==> src/rtl/peak_seek.sv <==
module peak_seek #(
  parameter int CODE_W   = 8,
  parameter int SETTLE_W = 16,
  parameter int WIN_W    = 8
) (
  input  logic                clk,
  input  logic                rst_n,
  input  logic                start,
  input  logic                approach_low,
  input  logic [SETTLE_W-1:0] settle_len,
  input  logic [WIN_W-1:0]    window_len,
  input  logic                event_tick,
  input  logic                cmp_in,
  output logic [CODE_W-1:0]   dac_code,
  output logic                dac_wr,
  output logic                busy,
  output logic                done,
  output logic [CODE_W-1:0]   peak_code
);

  localparam logic [CODE_W-1:0] TOP_BIT = {1'b1, {(CODE_W-1){1'b0}}};
  localparam logic [WIN_W-1:0]  WIN_ONE = {{(WIN_W-1){1'b0}}, 1'b1};

  typedef enum logic [1:0] {IDLE, REZERO, SETTLE, WATCH} phase_t;

  phase_t              phase;
  logic [CODE_W-1:0]   trial;
  logic [CODE_W-1:0]   probe;
  logic [SETTLE_W-1:0] wait_cnt;
  logic [WIN_W-1:0]    ticks;
  logic                caught;
  logic                low_mode;

  logic [WIN_W-1:0]  win_need;
  logic              seen;
  logic              closing;
  logic              settled;
  logic [CODE_W-1:0] kept;
  logic [CODE_W-1:0] next_trial;

  assign win_need   = (window_len == '0) ? WIN_ONE : window_len;
  assign seen       = caught | cmp_in;
  assign closing    = event_tick && (ticks == win_need - WIN_ONE);
  assign settled    = (wait_cnt == settle_len);
  assign kept       = seen ? trial : (trial & ~probe);
  assign next_trial = kept | (probe >> 1);
  assign busy       = (phase != IDLE);

  always_ff @(posedge clk or negedge rst_n) begin
    if (!rst_n) begin
      phase     <= IDLE;
      trial     <= '0;
      probe     <= '0;
      wait_cnt  <= '0;
      ticks     <= '0;
      caught    <= 1'b0;
      low_mode  <= 1'b0;
      dac_code  <= '0;
      dac_wr    <= 1'b0;
      done      <= 1'b0;
      peak_code <= '0;
    end else begin
      dac_wr <= 1'b0;
      done   <= 1'b0;
      case (phase)
        IDLE: begin
          if (start) begin
            low_mode <= approach_low;
            trial    <= TOP_BIT;
            probe    <= TOP_BIT;
            wait_cnt <= '0;
            dac_wr   <= 1'b1;
            if (approach_low) begin
              dac_code <= '0;
              phase    <= REZERO;
            end else begin
              dac_code <= TOP_BIT;
              phase    <= SETTLE;
            end
          end
        end
        REZERO: begin
          if (settled) begin
            dac_code <= trial;
            dac_wr   <= 1'b1;
            wait_cnt <= '0;
            phase    <= SETTLE;
          end else begin
            wait_cnt <= wait_cnt + 1'b1;
          end
        end
        SETTLE: begin
          if (settled) begin
            caught <= 1'b0;
            ticks  <= '0;
            phase  <= WATCH;
          end else begin
            wait_cnt <= wait_cnt + 1'b1;
          end
        end
        WATCH: begin
          caught <= seen;
          if (closing) begin
            if (probe[0]) begin
              trial     <= kept;
              peak_code <= kept;
              done      <= 1'b1;
              phase     <= IDLE;
            end else begin
              trial    <= next_trial;
              probe    <= probe >> 1;
              wait_cnt <= '0;
              dac_wr   <= 1'b1;
              if (low_mode) begin
                dac_code <= '0;
                phase    <= REZERO;
              end else begin
                dac_code <= next_trial;
                phase    <= SETTLE;
              end
            end
          end else if (event_tick) begin
            ticks <= ticks + WIN_ONE;
          end
        end
        default: phase <= IDLE;
      endcase
    end
  end

endmodule

==> config.mk <==
export PLATFORM = sky130hd
export DESIGN_NAME = peak_seek
export DESIGN_NICKNAME = d
export VERILOG_FILES = /design/src/rtl/peak_seek.sv
export SDC_FILE = /design/constraint.sdc
export NUM_CORES = 1
export LEC_CHECK = 0
export ABC_CLOCK_PERIOD_IN_PS = 3700
export BUFFER_PORTS_ARGS = -buffer_cell sky130_fd_sc_hd__buf_4
export CAP_MARGIN = 0
export CELL_PAD_IN_SITES_DETAIL_PLACEMENT = 1
export CELL_PAD_IN_SITES_GLOBAL_PLACEMENT = 2
export CORE_ASPECT_RATIO = 0.5
export CORE_MARGIN = 3
export CORE_UTILIZATION = 36
export CTS_CLUSTER_SIZE = 28
export DETAILED_ROUTE_END_ITERATION = 12
export PLACE_DENSITY_LB_ADDON = 0.1
export SKIP_LAST_GASP = 1
export SYNTH_ARGS = -nofsm -noshare
export SYNTH_HDL_FRONTEND = slang
export SYNTH_SLANG_ARGS = --single-unit
==> constraint.sdc <==
create_clock -name clk -period 3.7 [get_ports clk]
set_clock_uncertainty 0.2 [all_clocks]
set_input_delay 0.37 -clock clk [delete_from_list [all_inputs] [get_ports clk]]
set_output_delay 0.37 -clock clk [all_outputs]
set_load 0.02 [all_outputs]
=== Word-level counts from Yosys, hierarchy flattened ===
Index checks and enable logic that the tools add are counted.

* Reductions and logical operators: 16
* Equal/unequal tests: 13
* Bitwise operators: 4
* Mux-type cells: 44
* Add/sub/neg operators: 3

{| class="wikitable"
|+ Operator list
! cell !! number
|-
| 8-bit 2-to-1 mux || 16
|-
| 16-bit 2-to-1 mux || 5
|-
| 16-bit one-hot mux with 4 select lines || 1
|-
| 8-bit one-hot mux with 2 select lines || 3
|-
| 8-bit one-hot mux with 3 select lines || 1
|-
| 16-bit by 1-bit adder with 16-bit output, second input constant || 1
|-
| 16-bit == test || 1
|-
| 2-bit inequality test, second input constant || 8
|-
| 4-bit AND reduction || 4
|-
| 2-bit 2-to-1 mux || 7
|-
| 8-bit by 1-bit adder with 8-bit output, second input constant || 1
|-
| 8-bit AND || 1
|-
| 8-bit == test || 1
|-
| 8-bit logical NOT || 1
|-
| 1-bit 2-to-1 mux || 8
|-
| 8-bit NOT || 1
|-
| 8-bit by 7-bit OR with 8-bit output || 1
|-
| 2-bit one-hot mux with 4 select lines || 1
|-
| 8-bit by 1-bit subtractor with 8-bit output, second input constant || 1
|-
| 3-bit AND reduction || 2
|-
| 2-bit nonzero test || 3
|-
| 5-bit AND reduction || 1
|-
| 2-bit == test, second input constant || 2
|-
| 2-bit AND reduction || 2
|-
| 7 further kinds || 7
|}

* Word-level logic and storage cells: 92
* Flip-flop bits (word level): 62
* Output and inout port bits: 19

=== Logic depth before layout (Yosys ltp) ===
Gate-level depths: netlist of the first run.

* Depth in word-level cells: 8
* Depth in mapped cells: 12
* Depth with buffers taken out: 10

=== Least setup slack after synthesis of the first run ===
Ideal clock, no wire load.

* Path type: input to register
* Start point: input window_len[2]
* End point: register trial[5]
* Path slack: 0.599 ns
* Stages on the path: 12
* Arrival: 2.779 ns
* Data required time: 3.378 ns
* Path through: nor4_2 -> a21oi_1 -> ha_1 -> xnor3_1 -> nand3_1 -> nor4_1 -> o221a_2 -> buf_2 -> and2_1 -> buf_2 -> nand3_1 -> a32o_1

* Longest elaborated chain between the ends: 7

{| class="wikitable"
|+ RTL lines
! item !! line !! text
|-
| from (decl) || 11 || <nowiki>input logic [WIN_W-1:0] window_len,</nowiki>
|-
| 8-bit logical NOT || 41 || <nowiki>assign win_need = (window_len == '0) ? WIN_ONE : window_len;</nowiki>
|-
| 8-bit 2-to-1 mux * || 41 ||
|-
| 8-bit by 1-bit subtractor with 8-bit output * || 43 || <nowiki>assign closing = event_tick && (ticks == win_need - WIN_ONE);</nowiki>
|-
| 8-bit == test * || 43 ||
|-
| 1-bit logical AND * || 43 ||
|-
| 2-bit inequality test (no line) * || n/a ||
|-
| 3-bit AND reduction (no line) * || n/a ||
|-
| to (signal assigned) || 105 || <nowiki>trial <= kept;</nowiki>
|-
| to (signal assigned) || 110 || <nowiki>trial <= next_trial;</nowiki>
|-
| to (decl) || 27 || <nowiki>logic [CODE_W-1:0] trial;</nowiki>
|}

Mark *: on every way between the ends. The rest lies on a longest branch, timed or not.
A chain may end at the register's enable or synchronous reset.

=== Final worst setup path of the first run ===
* Start point: input window_len[2]
* End point: register dac_code[4]

* Longest elaborated chain between the ends: 7

{| class="wikitable"
|+ RTL lines
! item !! line !! text
|-
| 8-bit logical NOT || 41 ||
|-
| 8-bit 2-to-1 mux * || 41 ||
|-
| 8-bit by 1-bit subtractor with 8-bit output * || 43 ||
|-
| 8-bit == test * || 43 ||
|-
| 1-bit logical AND * || 43 ||
|-
| 2-bit inequality test (no line) * || n/a ||
|-
| 5-bit AND reduction (no line) * || n/a ||
|-
| to (signal assigned) || 84 || <nowiki>dac_code <= trial;</nowiki>
|-
| to (signal assigned) || 118 || <nowiki>dac_code <= next_trial;</nowiki>
|-
| to (decl) || 14 || <nowiki>output logic [CODE_W-1:0] dac_code,</nowiki>
|}

Marked as above.

==> metrics.txt, run 1 <==
outcome=finished, final reports clean; antenna diode count=0; Area Overhead vs Synth=20.4%; RSZ-0062 raised after global routing=false; nets@finish=504; wire per inst=18.1 um; Sw Pwr=1.09 mW; r2r setup slk=0.61 ns; 1st-iter DRT viols=169; Seq/Total Area, Yosys=40.8%; Max Root-Sink Buffers=2; worst-margin pin slew=0.953 ns; Antenna Nets Post-Route=0; clock sink count=62; Setup WS pre-CTS=0.00935 ns; VDD IR max=0.238 mV; vias=3350; WL final=11.0 mm; Critical-path top delay cell=nor4_4; Die ar.=0.0119 sq mm; Starting Density=38.6%; Cell Area, Synth=0.00380 sq mm; max_cap viols=0; global-route wire length before repair=18.0 mm; R2R depth=6; CTS resizes=0; synthesis-stage register bit count=62; worst setup margin=0.409 ns; vias in the first global route=3346; LEAKAGE=2.02 nW; DRC=0; root buffer cell=clkbuf_16; P_int=1.68 mW; Critical R2R Capture=dac_code[4]; Flop pwr share=29.9%; crit-path cells=buf_4, nor4_2, a21oi_1, ha_1, xnor3_1, nand3_1, nor4_1, o221a_2, nor2b_1, nor4_4, mux2_2; largest stage delay on the critical path=0.53 ns; vias per cell=5.53; Global Route Usage Sum=19.2%; Die W=151 um; fmax=304 MHz; Post-Syn Area per Cell=8.93 sq um; GPL Wtd Cong=0.837; Hold Slack=0.106 ns; crit path launch type=input port; I/O Buffers=48; cell count after placement=589; Die Y=78.7 um; endpoints failing hold=0; Ys Warns=0; WS Path Type=in2reg; clock buffer count from CTS=9; Core ar.=0.00985 sq mm; post-layout power=2.77 mW; initial antenna violation count=0; Arr. time, crit path=3.30 ns; dpl hpwl=8.04 mm; Net Count, Synth=464; CP required=3.71 ns; num rows=25; final setup fails=0; Final Non-Filler Cells=606; commonest non-fill, non-tap cells in the layout=62 x dfrtp_1, 55 x nand2_1, 54 x buf_4; Sw Ratio=39.4%; number of iterations in the first detailed-routing pass=6; combinational group share of total power=38.6%; clock network power share=31.5%; Critical path origin=window_len[2]; post-synth cell types=54; largest net degree at the start of global routing=63; endpoint type of the worst setup path=flop; IO Pins=49; slew margin rel.=36.5%; total setup buffers inserted after CTS=0; Tmin final=3.29 ns; Critical Path End=dac_code[4]; Worst-Skew Late Latency=0.34 ns; CTS tree=yes; r2r startpoint=ticks[5]; most common cell after layout, fill and taps aside=dfrtp_1; Final period util=88.9%; layout cells sized above 1=21.4%; Power Density=605 mW/mm^2; Total Neg Setup Slack=0 ns; clock-pin slew on the worst setup and hold paths=0.06 ns; Mapped Cells=426; max-slew violation count=0; Max H-tree Level=3; min-delay worst type=in2reg; total gr overflow=0; Worst Path Max Fanout=8
[power by group through the flow]
stage / sequential [mW] / clock (mW) / combinational (mW)
floorplan: 0.828 / 0 / 0.779
global placement: 0.838 / 0 / 1.02
detailed placement: 0.841 / 0 / 1.07
CTS: 0.830 / 0.890 / 1.08
global route: 0.843 / 0.933 / 1.21
finish: 0.829 / 0.872 / 1.07
[cells in the mapped netlist (all sizes together)]
master / count / area share [%]
nor2: 30 / 3.0
o21a: 1 / 0.20
nand2: 55 / 5.4
nor3b: 1 / 0.20
a31oi: 2 / 0.33
inv: 14 / 1.4
a21o: 1 / 0.20
dfrtp: 62 / 41
o221a: 1 / 0.30
clkbuf: 20 / 2.1
and3b: 1 / 0.23
or2: 2 / 0.33
a222oi: 1 / 0.26
nand4: 12 / 2.0
xnor3: 1 / 0.59
or4: 1 / 0.20
o22ai: 1 / 0.16
a21bo: 1 / 0.26
o41ai: 5 / 1.2
a21boi: 2 / 0.49
o31ai: 22 / 5.0
xnor2: 25 / 5.8
ha: 8 / 2.6
nor4: 4 / 1.4
o211ai: 2 / 0.39
nor3: 9 / 1.3
nand2b: 5 / 0.82
or3: 3 / 0.49
a31o: 1 / 0.23
xor2: 2 / 0.46
o2111ai: 1 / 0.23
a2111oi: 3 / 1.0
mux2: 13 / 3.8
a21oi: 15 / 2.0
and3: 7 / 1.2
and2: 3 / 0.49
a211oi: 3 / 0.72
nand3: 35 / 4.6
o221ai: 1 / 0.23
nor2b: 9 / 1.5
a32o: 5 / 1.3
o21ai: 30 / 3.9
buf: 6 / 0.92
[flip-flops by register name, summed over array words and instances, names as in the netlist, 2 cells and up]
name and count:
wait_cnt 16, dac_code 8, peak_code 8, probe 8, ticks 8, trial 8, phase 2
[critical path: cells and delay by family]
| family | cells | cell delay [ns] |
|---|---|---|
| xor gates and xnor gates | 1 | 0.37 |
| muxes | 1 | 0.40 |
| buffers and inverters | 1 | 0.14 |
| and+or+nand+nor | 5 | 1.23 |
| AOI/OAI and AO/OA | 2 | 0.51 |
| adders and majority gates | 1 | 0.27 |
[cell type report]
cell class | count | area [sq um]
fill | 1168 | 5280
clock buffer | 9 | 225
sequential | 62 | 1550
inverter | 14 | 52.6
tap | 135 | 169
timing repair buffer | 55 | 415
multi-input combinational | 324 | 2080
clock inverter | 7 | 81.3
[how the worst min path moves through the flow]
stage	slack, ns	end	cells past startpoint	startpoint
floorplan	-0.13	caught	0	rst_n
global route	0.1	low_mode	2	approach_low
CTS	0.1	low_mode	2	approach_low
global placement	0.27	peak_code[7]	2	peak_code[7]
detailed placement	0.29	peak_code[0]	2	peak_code[0]
finish	0.11	low_mode	2	approach_low
[per-stage QoR]
stage	util [%]	cell area, sq um
floorplan	-	3800
global placement	43.3	4260
detailed placement	43.3	4260
CTS	46.5	4580
global route	46.5	4580
finish	46.5	4580
[kinds of logic after synthesis]
group / Yosys count / share of synthesized area [%]
buffers and inverters: 40 / 4.41
multiplexers: 13 / 3.85
adder cells (fa/ha/maj): 8 / 2.63
XOR/XNOR: 28 / 6.81
AO/OA/AOI/OAI: 98 / 18.4
flip-flops: 62 / 40.8
AND/OR/NAND/NOR: 177 / 23.1
[metal layers]
layer	wire length [um]	part of all wire, %	vias up	track usage, %
li1	-	-	1619	-
met1	5390	49	1638	26.9
met2	4910	45	83	29.7
met3	563	5.1	10	5.13
met4	101	0.92	0	4.16
met5	0	0	-	0
[what timing repair did]
action	4_1_cts	5_1_grt
endpoints found under the setup margin	0	0
endpoints found under the hold margin	62	0
hold buffers	1	0
No activity file was read; power rests on OpenSTA's default activity.
==> run 2: changes to the inputs <==
--- a/config.mk
+++ b/config.mk
@@ -6,15 +6,15 @@
 export NUM_CORES = 1
 export LEC_CHECK = 0
 export ABC_CLOCK_PERIOD_IN_PS = 3700
-export BUFFER_PORTS_ARGS = -buffer_cell sky130_fd_sc_hd__buf_4
 export CAP_MARGIN = 0
 export CELL_PAD_IN_SITES_DETAIL_PLACEMENT = 1
 export CELL_PAD_IN_SITES_GLOBAL_PLACEMENT = 2
 export CORE_ASPECT_RATIO = 0.5
 export CORE_MARGIN = 3
-export CORE_UTILIZATION = 36
+export CORE_UTILIZATION = 39
 export CTS_CLUSTER_SIZE = 28
 export DETAILED_ROUTE_END_ITERATION = 12
+export DONT_BUFFER_PORTS = 1
 export PLACE_DENSITY_LB_ADDON = 0.1
 export SKIP_LAST_GASP = 1
 export SYNTH_ARGS = -nofsm -noshare
==> run 2 against run 1 <==
- first-iteration DRC count decreased by 2.4%
- sequential power increased by 2.8%
- via count decreased by 4.8%
- maximum frequency increased by 3.0%
- largest power group unchanged
- clock-buffer cell count increased by 2
- global-route usage increased by 1.8 points
- wire length decreased by 0.29%
- cell count decreased by 8.4%
- largest cell class unchanged
==> metrics.txt, run 2 (synthesis results as in run 1) <==
outcome=finished, final reports clean; Die ar.=0.0110 sq mm; Total Neg Setup Slack=0 ns; Final period util=86.4%; delay-heaviest family, CP=simple AND/OR/NAND/NOR gates; Die W=146 um; nets@finish=458; wire per inst=19.7 um; num rows=24; CTS tree=yes; Critical-path top delay cell=nor4_4; min-delay src=start; cell count after placement=536; Critical R2R Capture=ticks[4]; 1st-iter DRT viols=165; Max Root-Sink Buffers=2; Final Non-Filler Cells=555; Most flops, register=wait_cnt; most common cell after layout, fill and taps aside=dfrtp_1; Setup WS pre-CTS=0.160 ns; vias=3190; root buffer cell=clkbuf_16; Core ar.=0.00910 sq mm; IO Pins=49; slew margin rel.=55.1%; total setup buffers inserted after CTS=0; number of iterations in the first detailed-routing pass=5; commonest non-fill, non-tap cells in the layout=62 x dfrtp_1, 55 x nand2_1, 35 x nand3_1; Area Overhead vs Synth=11.1%; layout cells sized above 1=12.2%; max-slew violation count=0; clock sink count=62; Fillers=1058; hold path depth=2; global-route wire length before repair=18.0 mm; RSZ-0062 raised after global routing=false; clock buffer count from CTS=9; endpoint type of the worst setup path=flop; initial antenna violation count=0; fmax=313 MHz; Arr. time, crit path=3.20 ns; WS Path Type=in2reg; CP required=3.71 ns; I/O Buffers=0; endpoints failing hold=0; max_cap viols=0; Worst-Skew Late Latency=0.33 ns; Antenna Nets Post-Route=0; largest net degree at the start of global routing=63; worst-margin pin slew=0.668 ns; WL final=10.9 mm; Starting Density=41.8%; dpl hpwl=7.92 mm; max reg flops=16; Worst Path Max Fanout=8; VDD IR max=0.254 mV; Die Y=75.8 um; vias per cell=5.75; Buf+Inv Stages, Crit Path=0; DRC=0; hold buffers post-CTS=3; r2r startpoint=wait_cnt[5]; Tmin final=3.19 ns; largest stage delay on the critical path=0.55 ns; Global Route Usage Sum=21.0%; worst setup margin=0.505 ns; clock-pin slew on the worst setup and hold paths=0.05 ns; LEAKAGE=1.80 nW; crit-path cells=nor4_2, a21oi_1, ha_1, xnor3_1, nand3_1, nor4_1, o221a_2, nor2b_1, nor4_4, mux2_2; vias in the first global route=3317; CTS resizes=0; Max H-tree Level=3; R2R depth=7; Min-Delay Endpoint=dac_wr; min-delay worst type=in2reg; Power Density=633 mW/mm^2; total gr overflow=0; GPL Wtd Cong=0.836; Reg area=0.00155 sq mm; final setup fails=0; crit path launch type=input port; antenna diode count=0; area occupied by multi-input gates=0.00208 sq mm; r2r setup slk=0.65 ns
==> run 2: cell types whose count changed in the layout (fill, tap and decap cells not counted), sizes merged <==
cell,change
buf,-47
clkbuf,+2
clkinv,+2
clkinvlp,-1
dlygate4sd3,+1
inv,-3
==> run 2: how the worst max path moves through the flow <==
stage	slack [ns]	depth (start not counted)	to	from
finish	0.51	10	dac_code[4]	window_len[2]
detailed placement	0.16	11	wait_cnt[3]	window_len[2]
floorplan	0.60	12	trial[5]	window_len[2]
global placement	0.32	11	wait_cnt[8]	window_len[2]
global route	0.23	11	wait_cnt[8]	window_len[2]
CTS	0.48	10	dac_code[4]	window_len[2]
==> run 2: final cells by class <==
cell class                 instances  share of cell area (%)
tap                              130                    3.85
inverter                          14                    1.24
sequential                        62                    36.7
multi-input combinational        324                    49.3
clock inverter                     5                    1.18
timing repair buffer               9                    2.19
clock buffer                      11                    5.51
==> run 2: metrics by stage <==
step           area (sq um)  power (mW)  utilization (%)  hold WS [ns]
6_report               4230        2.68             46.4        0.0499
5_1_grt                4230        2.86             46.4        0.0823
4_1_cts                4230        2.70             46.4        0.0373
3_5_place_dp           3890        1.85             42.8        -0.124
3_3_place_gp           3890        1.80             42.8        -0.124
2_1_floorplan          3800        1.61                -        -0.126
==> run 2: per-layer routing <==
metal / vias up / share of wire [%] / track usage, %
met3: 7 / 5.5 / 6.30
met4: 0 / 0.93 / 6.10
li1: 1515 / - / -
met1: 1587 / 48 / 27.5
met5: - / 0 / 0
met2: 81 / 46 / 34.7
==> run 2: power breakdown <==
part | internal (mW) | leakage [nW] | switching (mW)
combinational | 0.356 | 0.820 | 0.647
clock | 0.516 | 0.143 | 0.304
sequential | 0.750 | 0.832 | 0.102
total | 1.62 | 1.80 | 1.05
==> run 3: changes to the inputs <==
--- a/config.mk
+++ b/config.mk
@@ -15,7 +15,7 @@
 export CTS_CLUSTER_SIZE = 28
 export DETAILED_ROUTE_END_ITERATION = 12
 export DONT_BUFFER_PORTS = 1
-export PLACE_DENSITY_LB_ADDON = 0.1
+export PLACE_DENSITY_LB_ADDON = 0.05
 export SKIP_LAST_GASP = 1
 export SYNTH_ARGS = -nofsm -noshare
 export SYNTH_HDL_FRONTEND = slang
==> run 3 against run 2 <==
- maximum frequency grew 0.35%
- hold slack better by 0.0017 ns
- critical endpoint is now dac_code[2]
- non-clock buffer count is the same
- wire length fell by 0.38%
- combinational power is essentially flat
- global-route usage about the same
- power is 6.6% higher
- first-iteration DRC count up 6.7%
- clock power is 20% higher
- largest cell class unchanged
- sequential power hardly changed
==> metrics.txt, run 3 (synthesis results as in run 1) <==
outcome=finished, final reports clean; Critical path origin=window_len[2]; Power Density=664 mW/mm^2; LEAKAGE=1.82 nW; post-place instance area=0.00389 sq mm; nets@finish=458; crit path launch type=input port; GPL Wtd Cong=0.813; Setup WS pre-CTS=0.177 ns; clock-pin slew on the worst setup and hold paths=0.05 ns; cell count after placement=536; R2R depth=7; endpoints failing hold=0; Hold Slack=0.0516 ns; total gr overflow=0; I/O Buffers=0; Most flops, register=wait_cnt; Final Non-Filler Cells=556; commonest non-fill, non-tap cells in the layout=62 x dfrtp_1, 55 x nand2_1, 35 x nand3_1; endpoint type of the worst setup path=flop; 1st-iter DRT viols=176; layout cells sized above 1=12.2%; max reg flops=16; final instance area=0.00430 sq mm; wire per inst=19.6 um; IO Pins=49; WL final=10.9 mm; largest net degree at the start of global routing=63; clock buffer count from CTS=9; CP required=3.71 ns; min-delay worst type=in2reg; global-route wire length before repair=17.9 mm; Arr. time, crit path=3.20 ns; num rows=24; vias=3161; crit-path cells=nor4_2, a21oi_1, ha_1, xnor3_1, nand3_1, nor4_1, o221a_2, nor2b_1, nor4_4, mux2_2; WS Path Type=in2reg; Critical R2R Capture=ticks[4]; RSZ-0062 raised after global routing=false; Final period util=86.1%; max-slew violation count=0; vias in the first global route=3261; clock sink count=62; most common cell after layout, fill and taps aside=dfrtp_1; Max Root-Sink Buffers=2; Total Neg Setup Slack=0 ns; Core ar.=0.00910 sq mm; Die Y=75.8 um; Die W=146 um; Global Route Usage Sum=21.0%; fmax=314 MHz; r2r setup slk=0.65 ns; worst setup margin=0.516 ns; Die ar.=0.0110 sq mm; Worst-Skew Late Latency=0.34 ns; Worst Path Max Fanout=8; DRC=0; Critical-path top delay cell=nor4_4; largest stage delay on the critical path=0.54 ns; r2r startpoint=wait_cnt[5]; Critical Path End=dac_code[2]; Starting Density=41.8%; CTS tree=yes; number of iterations in the first detailed-routing pass=4; dpl hpwl=7.75 mm; root buffer cell=clkbuf_16; Fillers=1052; total setup buffers inserted after CTS=0; Tmin final=3.18 ns; worst-margin pin slew=0.700 ns; vias per cell=5.69; fin util=47.2%; final setup fails=0; slew margin rel.=53.0%; initial antenna violation count=1; max_cap viols=0; Antenna Nets Post-Route=0; VDD IR max=0.232 mV; Area Overhead vs Synth=13.0%; Max H-tree Level=3; post-layout power=2.85 mW
-- run 3: changes by cell type in the layout (fill, tap and decap cells not counted) --
cell       delta
clkinv_2      -4
diode_2       +1
bufinv_16     +2
clkbuf_8      +2
-- run 3: worst max-delay path, delay by kind of cell --
family                     cells  cell delay, ns
muxes                          1            0.41
AOI/OAI and AO/OA              2            0.50
adders and majority gates      1            0.27
xor gates and xnor gates       1            0.37
and+or+nand+nor                5            1.27
-- run 3: cell type report --
type                            count  area, sq um  share of cell area [%]
Multi-Input combinational cell    324         2080                    48.5
Sequential cell                    62         1550                    36.1
Clock buffer                       13          260                    6.06
Tap cell                          130          163                    3.79
Timing Repair Buffer                9         92.6                    2.16
Clock inverter                      3         90.1                    2.10
Inverter                           14         52.6                    1.22
Antenna cell                        1         2.50                  0.0583
-- run 3: worst min path at each step --
stage / startpoint / to / slack, ns / depth (start not counted)
floorplan: rst_n / caught / -0.13 / 0
global placement: rst_n / done / -0.12 / 0
detailed placement: rst_n / peak_code[1] / -0.12 / 0
CTS: start / dac_wr / 0.04 / 2
global route: start / dac_wr / 0.07 / 2
finish: start / dac_wr / 0.05 / 2
-- run 3: power breakdown --
group / internal [mW] / switching, mW
Combinational: 0.356 / 0.655
Sequential: 0.750 / 0.104
Clock: 0.695 / 0.293
-- run 3: repair_timing --
| action | 4_1_cts | 5_1_grt |
|---|---|---|
| resized for setup | 0 | 0 |
| hold buffers | 3 | 0 |
| hold endpoints to repair | 63 | 0 |
-- run 3: metal layers --
metal	up-vias	part of all wire, %	track usage [%]	wire length, um
met5	-	0	0	0
met4	0	0.95	5.68	103
met3	11	6.5	6.71	711
met1	1556	48	27.9	5210
met2	82	45	34.0	4860
li1	1512	-	-	-
